<file path="src/rtl/hsl_pkg.sv">
package hsl_pkg;

    // Low-power line pair codes, {positive line, negative line}
    localparam logic [1:0] LP_STOP   = 2'b11;
    localparam logic [1:0] LP_REQ    = 2'b01;
    localparam logic [1:0] LP_BRIDGE = 2'b00;

    typedef enum logic [2:0] {
        ST_STOP,    // LP-11, waiting for request and grant
        ST_LPREQ,   // LP-01 entry step
        ST_BRIDGE,  // LP-00 before high speed
        ST_ZERO,    // HS-0
        ST_DATA,    // sync word then payload, source ready
        ST_FLUSH,   // final byte on the lane
        ST_TRAIL,   // inverted trailer
        ST_EXIT     // LP-11 recovery
    } lane_st_e;

endpackage

</file>
<file path="src/rtl/hsl_dwell_timer.sv">
module hsl_dwell_timer #(
    parameter int W = 16
) (
    input  logic         clk,
    input  logic         rst,
    input  logic         load,
    input  logic [W-1:0] load_val,
    output logic         expired
);

    logic [W-1:0] cnt_d, cnt_q;

    always_comb begin
        cnt_d = cnt_q;
        if (load) begin
            cnt_d = load_val - W'(1);
        end else if (cnt_q != '0) begin
            cnt_d = cnt_q - W'(1);
        end
    end

    always_ff @(posedge clk) begin
        if (rst) cnt_q <= '0;
        else     cnt_q <= cnt_d;
    end

    assign expired = (cnt_q == '0);

    // Lengths handed in are already floored to one cycle
    p_load_nonzero_r3: assert property (@(posedge clk) disable iff (rst)
        load |-> (load_val != '0));

    // An expired count must not wrap around
    p_hold_at_zero_r3: assert property (@(posedge clk) disable iff (rst)
        (!load && cnt_q == '0) |=> (cnt_q == '0));

endmodule

</file>
<file path="src/rtl/hsl_eot_guard.sv">
module hsl_eot_guard #(
    parameter int W   = 16,
    parameter int LAT = 1
) (
    input  logic         clk,
    input  logic         rst,
    input  logic [W-1:0] trail_cyc,
    input  logic [W-1:0] eot_cyc,
    output logic         err
);

    localparam int SW = W + 2;

    logic [SW-1:0] need_w, room_w;
    logic          err_d, err_q;

    assign need_w = SW'(trail_cyc) + SW'(LAT);
    assign room_w = SW'(eot_cyc);

    always_comb begin
        err_d = (need_w > room_w);
    end

    always_ff @(posedge clk) begin
        if (rst) err_q <= 1'b0;
        else     err_q <= err_d;
    end

    assign err = err_q;

    // With both lengths floored, a trailer of at least the limit is always flagged
    p_floor_flag_r9: assert property (@(posedge clk) disable iff (rst)
        ($past(trail_cyc) >= $past(eot_cyc) && $past(eot_cyc) != '0) |-> err_q);

endmodule

</file>
<file path="src/rtl/hsl_burst_seq.sv">
module hsl_burst_seq
    import hsl_pkg::*;
#(
    parameter int                DUR_W     = 16,
    parameter int                BYTE_W    = 8,
    parameter int                EOT_LAT   = 1,
    parameter logic [BYTE_W-1:0] SYNC_WORD = BYTE_W'(8'hB8)
) (
    input  logic              clk,
    input  logic              rst,
    input  logic              burst_req,
    input  logic              clk_grant,
    input  logic [DUR_W-1:0]  cfg_lpx,
    input  logic [DUR_W-1:0]  cfg_prepare,
    input  logic [DUR_W-1:0]  cfg_zero,
    input  logic [DUR_W-1:0]  cfg_trail,
    input  logic [DUR_W-1:0]  cfg_exit,
    input  logic [DUR_W-1:0]  cfg_eot,
    input  logic [BYTE_W-1:0] s_data,
    input  logic              s_valid,
    input  logic              s_last,
    output logic              s_ready,
    output logic [1:0]        lp_pair,
    output logic              hs_en,
    output logic [BYTE_W-1:0] hs_byte,
    output logic              underrun,
    output logic              eot_err
);

    typedef struct packed {
        lane_st_e          st;
        logic [BYTE_W-1:0] lane_byte;
        logic              uf;
    } seq_t;

    function automatic logic [DUR_W-1:0] floor1(input logic [DUR_W-1:0] v);
        return (v == '0) ? DUR_W'(1) : v;
    endfunction

    function automatic logic [DUR_W-1:0] lp_len(input logic [DUR_W-1:0] v,
                                                input logic [DUR_W-1:0] lpx);
        logic [DUR_W-1:0] a, b;
        a = floor1(v);
        b = floor1(lpx);
        return (a > b) ? a : b;
    endfunction

    logic [DUR_W-1:0] lpx_eff, prep_eff, zero_eff, trail_eff, exit_eff, eot_eff;

    assign lpx_eff   = floor1(cfg_lpx);
    assign prep_eff  = lp_len(cfg_prepare, cfg_lpx);
    assign zero_eff  = floor1(cfg_zero);
    assign trail_eff = floor1(cfg_trail);
    assign exit_eff  = lp_len(cfg_exit, cfg_lpx);
    assign eot_eff   = floor1(cfg_eot);

    seq_t             cur_d, cur_q;
    logic             tmr_load;
    logic [DUR_W-1:0] tmr_val;
    logic             tmr_done;

    hsl_dwell_timer #(.W(DUR_W)) u_timer (
        .clk      (clk),
        .rst      (rst),
        .load     (tmr_load),
        .load_val (tmr_val),
        .expired  (tmr_done)
    );

    hsl_eot_guard #(.W(DUR_W), .LAT(EOT_LAT)) u_eot (
        .clk       (clk),
        .rst       (rst),
        .trail_cyc (trail_eff),
        .eot_cyc   (eot_eff),
        .err       (eot_err)
    );

    always_comb begin
        cur_d    = cur_q;
        tmr_load = 1'b0;
        tmr_val  = lpx_eff;
        unique case (cur_q.st)
            ST_STOP: begin
                if (burst_req && clk_grant) begin
                    cur_d.st = ST_LPREQ;
                    cur_d.uf = 1'b0;
                    tmr_load = 1'b1;
                    tmr_val  = lpx_eff;
                end
            end
            ST_LPREQ: begin
                if (tmr_done) begin
                    cur_d.st = ST_BRIDGE;
                    tmr_load = 1'b1;
                    tmr_val  = prep_eff;
                end
            end
            ST_BRIDGE: begin
                if (tmr_done) begin
                    cur_d.st = ST_ZERO;
                    tmr_load = 1'b1;
                    tmr_val  = zero_eff;
                end
            end
            ST_ZERO: begin
                if (tmr_done) begin
                    cur_d.st        = ST_DATA;
                    cur_d.lane_byte = SYNC_WORD;
                end
            end
            ST_DATA: begin
                if (s_valid) begin
                    cur_d.lane_byte = s_data;
                    if (s_last) cur_d.st = ST_FLUSH;
                end else begin
                    cur_d.uf = 1'b1;
                    cur_d.st = ST_TRAIL;
                    tmr_load = 1'b1;
                    tmr_val  = trail_eff;
                end
            end
            ST_FLUSH: begin
                cur_d.st = ST_TRAIL;
                tmr_load = 1'b1;
                tmr_val  = trail_eff;
            end
            ST_TRAIL: begin
                if (tmr_done) begin
                    cur_d.st = ST_EXIT;
                    tmr_load = 1'b1;
                    tmr_val  = exit_eff;
                end
            end
            ST_EXIT: begin
                if (tmr_done) cur_d.st = ST_STOP;
            end
            default: cur_d.st = ST_STOP;
        endcase
    end

    always_ff @(posedge clk) begin
        if (rst) begin
            cur_q.st        <= ST_STOP;
            cur_q.lane_byte <= '0;
            cur_q.uf        <= 1'b0;
        end else begin
            cur_q <= cur_d;
        end
    end

    always_comb begin
        lp_pair = LP_BRIDGE;
        hs_en   = 1'b0;
        hs_byte = '0;
        unique case (cur_q.st)
            ST_STOP, ST_EXIT: lp_pair = LP_STOP;
            ST_LPREQ:         lp_pair = LP_REQ;
            ST_BRIDGE:        lp_pair = LP_BRIDGE;
            ST_ZERO:          hs_en   = 1'b1;
            ST_DATA, ST_FLUSH: begin
                hs_en   = 1'b1;
                hs_byte = cur_q.lane_byte;
            end
            ST_TRAIL: begin
                hs_en   = 1'b1;
                hs_byte = {BYTE_W{~cur_q.lane_byte[BYTE_W-1]}};
            end
            default: lp_pair = LP_STOP;
        endcase
    end

    assign s_ready  = (cur_q.st == ST_DATA);
    assign underrun = cur_q.uf;

    p_ready_in_hs_r5: assert property (@(posedge clk) disable iff (rst)
        s_ready |-> (hs_en && lp_pair == LP_BRIDGE));

    p_hs_bridge_r5: assert property (@(posedge clk) disable iff (rst)
        hs_en |-> (lp_pair == LP_BRIDGE));

    p_start_needs_grant_r2: assert property (@(posedge clk) disable iff (rst)
        (lp_pair == LP_REQ && $past(lp_pair) == LP_STOP) |-> $past(burst_req && clk_grant));

    p_underrun_trail_r8: assert property (@(posedge clk) disable iff (rst)
        (cur_q.st == ST_DATA && !s_valid) |=> (cur_q.st == ST_TRAIL && underrun));

    p_trail_flat_r6: assert property (@(posedge clk) disable iff (rst)
        (cur_q.st == ST_TRAIL) |-> (hs_byte == '0 || hs_byte == '1));

    p_trail_to_exit_r7: assert property (@(posedge clk) disable iff (rst)
        ($past(cur_q.st) == ST_TRAIL && cur_q.st != ST_TRAIL) |-> (cur_q.st == ST_EXIT && lp_pair == LP_STOP));

endmodule

</file>
<file path="config.mk">
export PLATFORM = sky130hd
export DESIGN_NAME = hsl_burst_seq
export DESIGN_NICKNAME = d
export VERILOG_FILES = /design/src/rtl/hsl_pkg.sv /design/src/rtl/hsl_dwell_timer.sv /design/src/rtl/hsl_eot_guard.sv /design/src/rtl/hsl_burst_seq.sv
export SDC_FILE = /design/constraint.sdc
export NUM_CORES = 1
export LEC_CHECK = 0
export BUFFER_PORTS_ARGS = -buffer_cell sky130_fd_sc_hd__buf_2
export CORE_ASPECT_RATIO = 1.4
export CORE_UTILIZATION = 58
export CTS_CLUSTER_DIAMETER = 200
export CTS_CLUSTER_SIZE = 8
export DETAILED_ROUTE_END_ITERATION = 10
export PLACE_DENSITY = 0.94
export SYNTH_ARGS = -nofsm -noshare
export SYNTH_HDL_FRONTEND = slang
export SYNTH_SLANG_ARGS = --single-unit
export TNS_END_PERCENT = 1
</file>
<file path="constraint.sdc">
create_clock -name clk -period 10.9 [get_ports clk]
set_clock_uncertainty 0.15 [all_clocks]
set_input_delay 1.09 -clock clk [delete_from_list [all_inputs] [get_ports clk]]
set_output_delay 1.09 -clock clk [all_outputs]
set_load 0.02 [all_outputs]
</file>
# Yosys cells after proc, flatten, opt, wreduce, memory -nomap -nowiden
# Index checks and enable logic that the tools add are counted.
[word_totals]
n_memories = 0
ramBits = 0
ff_bits = 29
word_cells = 84
inputBits = 110
out_inout_bits = 14
mem_bits_ro = 0
latch_bits = 0
[op_classes]
muxes = 36
addsub = 3
n_bitwise = 1
n_shift = 0
multipliers = 0
n_reduce_logical = 20
div_mod_pow = 0
n_lt_le_gt_ge = 3
n_eq_ne = 16
[op_table]
columns = ["operator", "n"]
rows = [
  ["two-way mux 16 bit", 14],
  ["zero test 16 bit", 7],
  ["case mux 16 bit (5 select lines)", 1],
  ["> comparator 16 bit", 2],
  ["case mux 8 bit (2 select lines)", 2],
  ["subtractor 16 x 1 -> 16 bit (second input constant)", 2],
  ["case mux 3 bit (8 select lines)", 1],
  ["two-way mux 3 bit", 7],
  ["> comparator 18 x 16 -> 1 bit", 1],
  ["adder 16 x 1 -> 17 bit (second input constant)", 1],
  ["inequality test 2 bit (second input constant)", 8],
  ["nonzero test 16 bit", 1],
  ["equality test 3 bit (second input constant)", 4],
  ["two-way mux 11 bit", 1],
  ["two-way mux 8 bit", 1],
  ["AND reduction 7 bit", 1],
  ["equality test 3 x 2 -> 1 bit (second input constant)", 2],
  ["two-way mux 1 bit", 6],
  ["AND reduction 3 bit", 2],
  ["nonzero test 2 bit", 3],
  ["case mux 1 bit (4 select lines)", 1],
  ["case mux 2 bit (2 select lines)", 1],
  ["OR reduction 2 bit", 2],
  ["OR reduction 4 bit", 1],
  ["other kinds (7)", 7],
]

# Longest topological paths before layout
[depth]
depth_word = 8
mapped_depth = 16
mapped_depth_nobuf = 15

# Hierarchy
# A second synthesis with hierarchy kept.
[unflattened]
hier_cells = 625
area_unflattened_um2 = 4415.5
[modules_own_cells]
columns = ["module", "seq_area_each_um2", "n_inst", "area_per_inst_um2", "cells_each"]
rows = [
  ["hsl_burst_seq", 240.2, 1, 2548.7, 401],
  ["hsl_dwell_timer", 320.3, 1, 1149.9, 125],
  ["hsl_eot_guard", 20.0, 1, 716.9, 99],
]

# Least setup slack after synthesis
# OpenSTA, ideal clock, no wires.
[synth_timing]
path_kind = "input -> register"
startpoint = "input cfg_prepare[8]"
endpoint = "register u_timer.cnt_q[11]"
stages = 12
n_path_buf = 0
path_slack_ns = 6.384
setup_ns = 0.070
arrival_time_ns = 4.296
t_required_ns = 10.680
cell_sequence = "nor4_1 a41oi_1 ha_1 nor2b_1 o211ai_1 a2111o_1 a31oi_2 mux2i_1 o221ai_1 a2111oi_0 or4b_1 a21oi_1"
[synth_via]
elab_chain_cells = 8
[synth_lines]
columns = ["element", "line", "rtl"]
rows = [
  ["start: declaration", "hsl_burst_seq.sv:14", "input logic [DUR_W-1:0] cfg_prepare,"],
  ["zero test 16 bit", "hsl_burst_seq.sv:37", "return (v == '0) ? DUR_W'(1) : v;"],
  ["two-way mux 16 bit (*)", "hsl_burst_seq.sv:37", ""],
  ["> comparator 16 bit", "hsl_burst_seq.sv:45", "return (a > b) ? a : b;"],
  ["two-way mux 16 bit (*)", "hsl_burst_seq.sv:45", ""],
  ["two-way mux 16 bit (*)", "hsl_burst_seq.sv:92", "if (tmr_done) begin"],
  ["case mux 16 bit (5 select lines) (*)", "hsl_burst_seq.sv:82", "unique case (cur_q.st)"],
  ["subtractor 16 x 1 -> 16 bit (*)", "hsl_dwell_timer.sv:16", "cnt_d = load_val - W'(1);"],
  ["two-way mux 16 bit (*)", "hsl_dwell_timer.sv:15", "if (load) begin"],
  ["end signal: assignment", "hsl_dwell_timer.sv:24", "else cnt_q <= cnt_d;"],
  ["end: declaration", "hsl_dwell_timer.sv:11", "logic [W-1:0] cnt_d, cnt_q;"],
]
# Mark *: on every way between the ends. The rest lies on a longest branch, timed or not.
# A chain may end at the register's enable or synchronous reset.

# Worst setup path after layout
[layout_timing]
startpoint = "input cfg_prepare[1]"
endpoint = "register u_timer.cnt_q[9]"
# The elaborated chain is that of the path after synthesis.

==> flow_metrics.env <==
export IMPL_routed_wl_mm=15.9
export IMPL_timing_final_max_slew_violations=0
export IMPL_routed_via_density=6.87
export IMPL_drv_cap=0
export IMPL_port_buffers=123
export IMPL_ir_drop_v=0.0000813
export IMPL_ys_warn_count=0
export IMPL_initialDrtViolationCount=550
export IMPL_post_synth_top_area_cell="ha_1"
export IMPL_cts_tree="done"
export IMPL_vias=5174
export IMPL_cp_arrival_ns=5.60
export IMPL_syn_inst=581
export IMPL_synth_edff_count=0
export IMPL_grt_max_degree=29
export IMPL_cts_resized=0
export IMPL_die_area_um2=7620
export IMPL_yosysMostFrequentCell="ha_1"
export IMPL_grt_use_met3=0.105
export IMPL_root_buffer="clkbuf_8"
export IMPL_path_clk_slew_ns=0.06
export IMPL_cp_required_ns=10.97
export IMPL_yosysSeqAreaShare=0.138
export IMPL_slew_headroom=0.250
export IMPL_critPathKind="in2reg"
export IMPL_start_util=0.604
export IMPL_cp_slowest_cell="a2111oi_0"
export IMPL_num_antenna_cells=0
export IMPL_fin_nets=817
export IMPL_n_fill_cell=613
export IMPL_hold_ws_ns=0.298
export IMPL_p_per_area_nw_per_um2=111
export IMPL_worst_slack_ns=5.37
export IMPL_grt_pass1_vias=4943
export IMPL_grt_pass1_wl_mm=24.5
export IMPL_preCtsSetupSlack_ns=5.23
export IMPL_wire_per_inst_um=21.1
export IMPL_grt_overflow_total=0
export IMPL_cts_buffer_depth=2
export IMPL_post_cts_buffers=0
export IMPL_setup_tns_ns=0
export IMPL_tightest_slew_ns=1.12
export IMPL_finalHoldViolations=0
export IMPL_endpoint_kind="flop"
export IMPL_placed_cells=746
export IMPL_grtUsageMet2=0.720
export IMPL_fin_crit_sh=0.507
export IMPL_grt_busiest_layer="met2"
export IMPL_placementRows=36
export IMPL_drc_errors=0
export IMPL_avgSynthCellArea_um2=7.26
export IMPL_detailedRoute_firstPassIterationCount=8
export IMPL_fmax_mhz=181
export IMPL_crit_path_start_kind="input port"
export IMPL_antenna_left=0
export IMPL_holdCritPathClass="reg2reg"
export IMPL_worstSkewPairLatency_ns=0.29
export IMPL_yosys_top_cells_count="ha_1 (49), clkbuf_1 (43), nor2_1 (43), a21oi_1 (39), inv_1 (37)"
export IMPL_status="finished, final reports clean"
export IMPL_path_cells="buf_2, nor4_1, a41oi_1, ha_1, nor2b_1, o211ai_1, a2111o_1, a31oi_2, mux2i_1, o221ai_1, a2111oi_0, or4b_1, a21oi_1"
export IMPL_yosysUniqueCellTypes=71
export IMPL_min_period_ns=5.53
export IMPL_clock_sinks=29
export IMPL_fin_area_um2=4820
export IMPL_synthTopCellsByArea="ha_1 (15%), dfxtp_1 (14%), a21oi_1 (4.6%), nor4_1 (4.3%), clkbuf_1 (3.8%)"
export IMPL_h_tree_depth=2
export IMPL_core_um2=6980
export IMPL_fp_dieW_um=74.1
export IMPL_die_h_um=103
export IMPL_synth_top_area_frac=0.145
export IMPL_finalSetupViolCount=0
export IMPL_grt_util_met1=0.485
export IMPL_syn_cell_area_um2=4220
export IMPL_finish_utilization=0.690
export IMPL_dp_hpwl_mm=12.5
export IMPL_antenna_found_initial=0
export IMPL_synthFlopType="dfxtp_1"
export IMPL_areaGrowthSynthToFinish_pct=14.2
export IMPL_p_total_mw=0.536
export IMPL_num_io_pins=124
export IMPL_place_gp_congestion=1.20
export IMPL_postCtsHoldBufs=0
export IMPL_crit_fanout=9
export IMPL_grt_use_total=0.429
export IMPL_placed_area_um2=4730
export IMPL_rsz0062_at_grt="no"
export IMPL_cpPeakStageDelay_ns=1.03
export IMPL_cts_buffers=5
export IMPL_async_flop_share=0
export IMPL_p_leak_nw=2.11
export IMPL_synth_nets=740
export IMPL_drive_gt1_frac=0.228
export IMPL_ys_ff_latch=29
export IMPL_finalNonFillerCells=753
==> per-layer routing <==
metal | part of all wire | routed length, um | vias up
met4 | 0.072 | 1150 | 0
li1 | - | - | 2350
met3 | 0.097 | 1540 | 109
met5 | 0 | 0 | -
met2 | 0.47 | 7530 | 367
met1 | 0.36 | 5680 | 2348
==> state kept, by name (all words and copies together), names as in the netlist <==
signal	flops
underrun	1
u_eot.err	1
cur_q	11
u_timer.cnt_q	16
==> cell families after synthesis <==
| group | after synthesis | share of synthesized area |
|---|---|---|
| AOI/OAI and AO/OA | 171 | 0.294 |
| xor gates and xnor gates | 18 | 0.0374 |
| adders and majority gates | 49 | 0.145 |
| buffers and inverters | 92 | 0.0890 |
| DFF | 29 | 0.138 |
| muxes | 12 | 0.0285 |
| and+or+nand+nor | 210 | 0.268 |
==> report_power, final <==
part	switching [mW]	leakage, nW	internal, mW	total, mW
Clock	0.0429	0.0443	0.0500	0.0929
Combinational	0.191	1.83	0.112	0.304
Sequential	0.0138	0.237	0.126	0.140
==> area by class of cell <==
class,instances,area (um2),share of cell area
inverter,37,139,0.0288
tap,95,119,0.0247
timing repair buffer,125,631,0.131
clock buffer,7,86.3,0.0179
sequential,29,581,0.121
multi-input combinational,460,3260,0.677
==> cells in the final DEF, fill, tap and decap left out, types with 4 or more instances in the layout <==
cell,n
o21a_1,19
and4_1,4
buf_2,123
mux2i_1,12
xnor2_1,11
nor3_1,23
o211ai_1,12
clkbuf_8,6
nand2b_1,9
nor4_1,29
a21oi_1,39
a211oi_1,4
ha_1,49
a221o_1,8
xor2_1,7
or3_1,4
inv_1,37
nor2b_1,15
a31oi_1,9
nand4_1,11
nand3_1,15
o31ai_1,4
nor2_1,43
dfxtp_1,29
a221oi_1,12
and3_1,5
o21ai_0,18
nand2_1,35
==> path summary, 6_finish.rpt <==
kind / endpoint / depth (start not counted) / startpoint / slack, ns
worst max register to register: u_timer.cnt_q[9] / 9 / u_timer.cnt_q[0] / 6.00
worst min-delay path: cur_q[3] / 2 / cur_q[3] / 0.30
worst min register to register: cur_q[3] / 2 / cur_q[3] / 0.30
worst max-delay path: u_timer.cnt_q[9] / 13 / cfg_prepare[1] / 5.37
==> worst max-delay path, delay by kind of cell <==
kind / cells / cell delay, ns
buffers and inverters: 1 / 0.14
AND/OR/NAND/NOR: 3 / 0.92
AO/OA/AOI/OAI: 7 / 2.94
adder cells (fa/ha/maj): 1 / 0.24
multiplexers: 1 / 0.26
(Power assumes the default switching activity.)
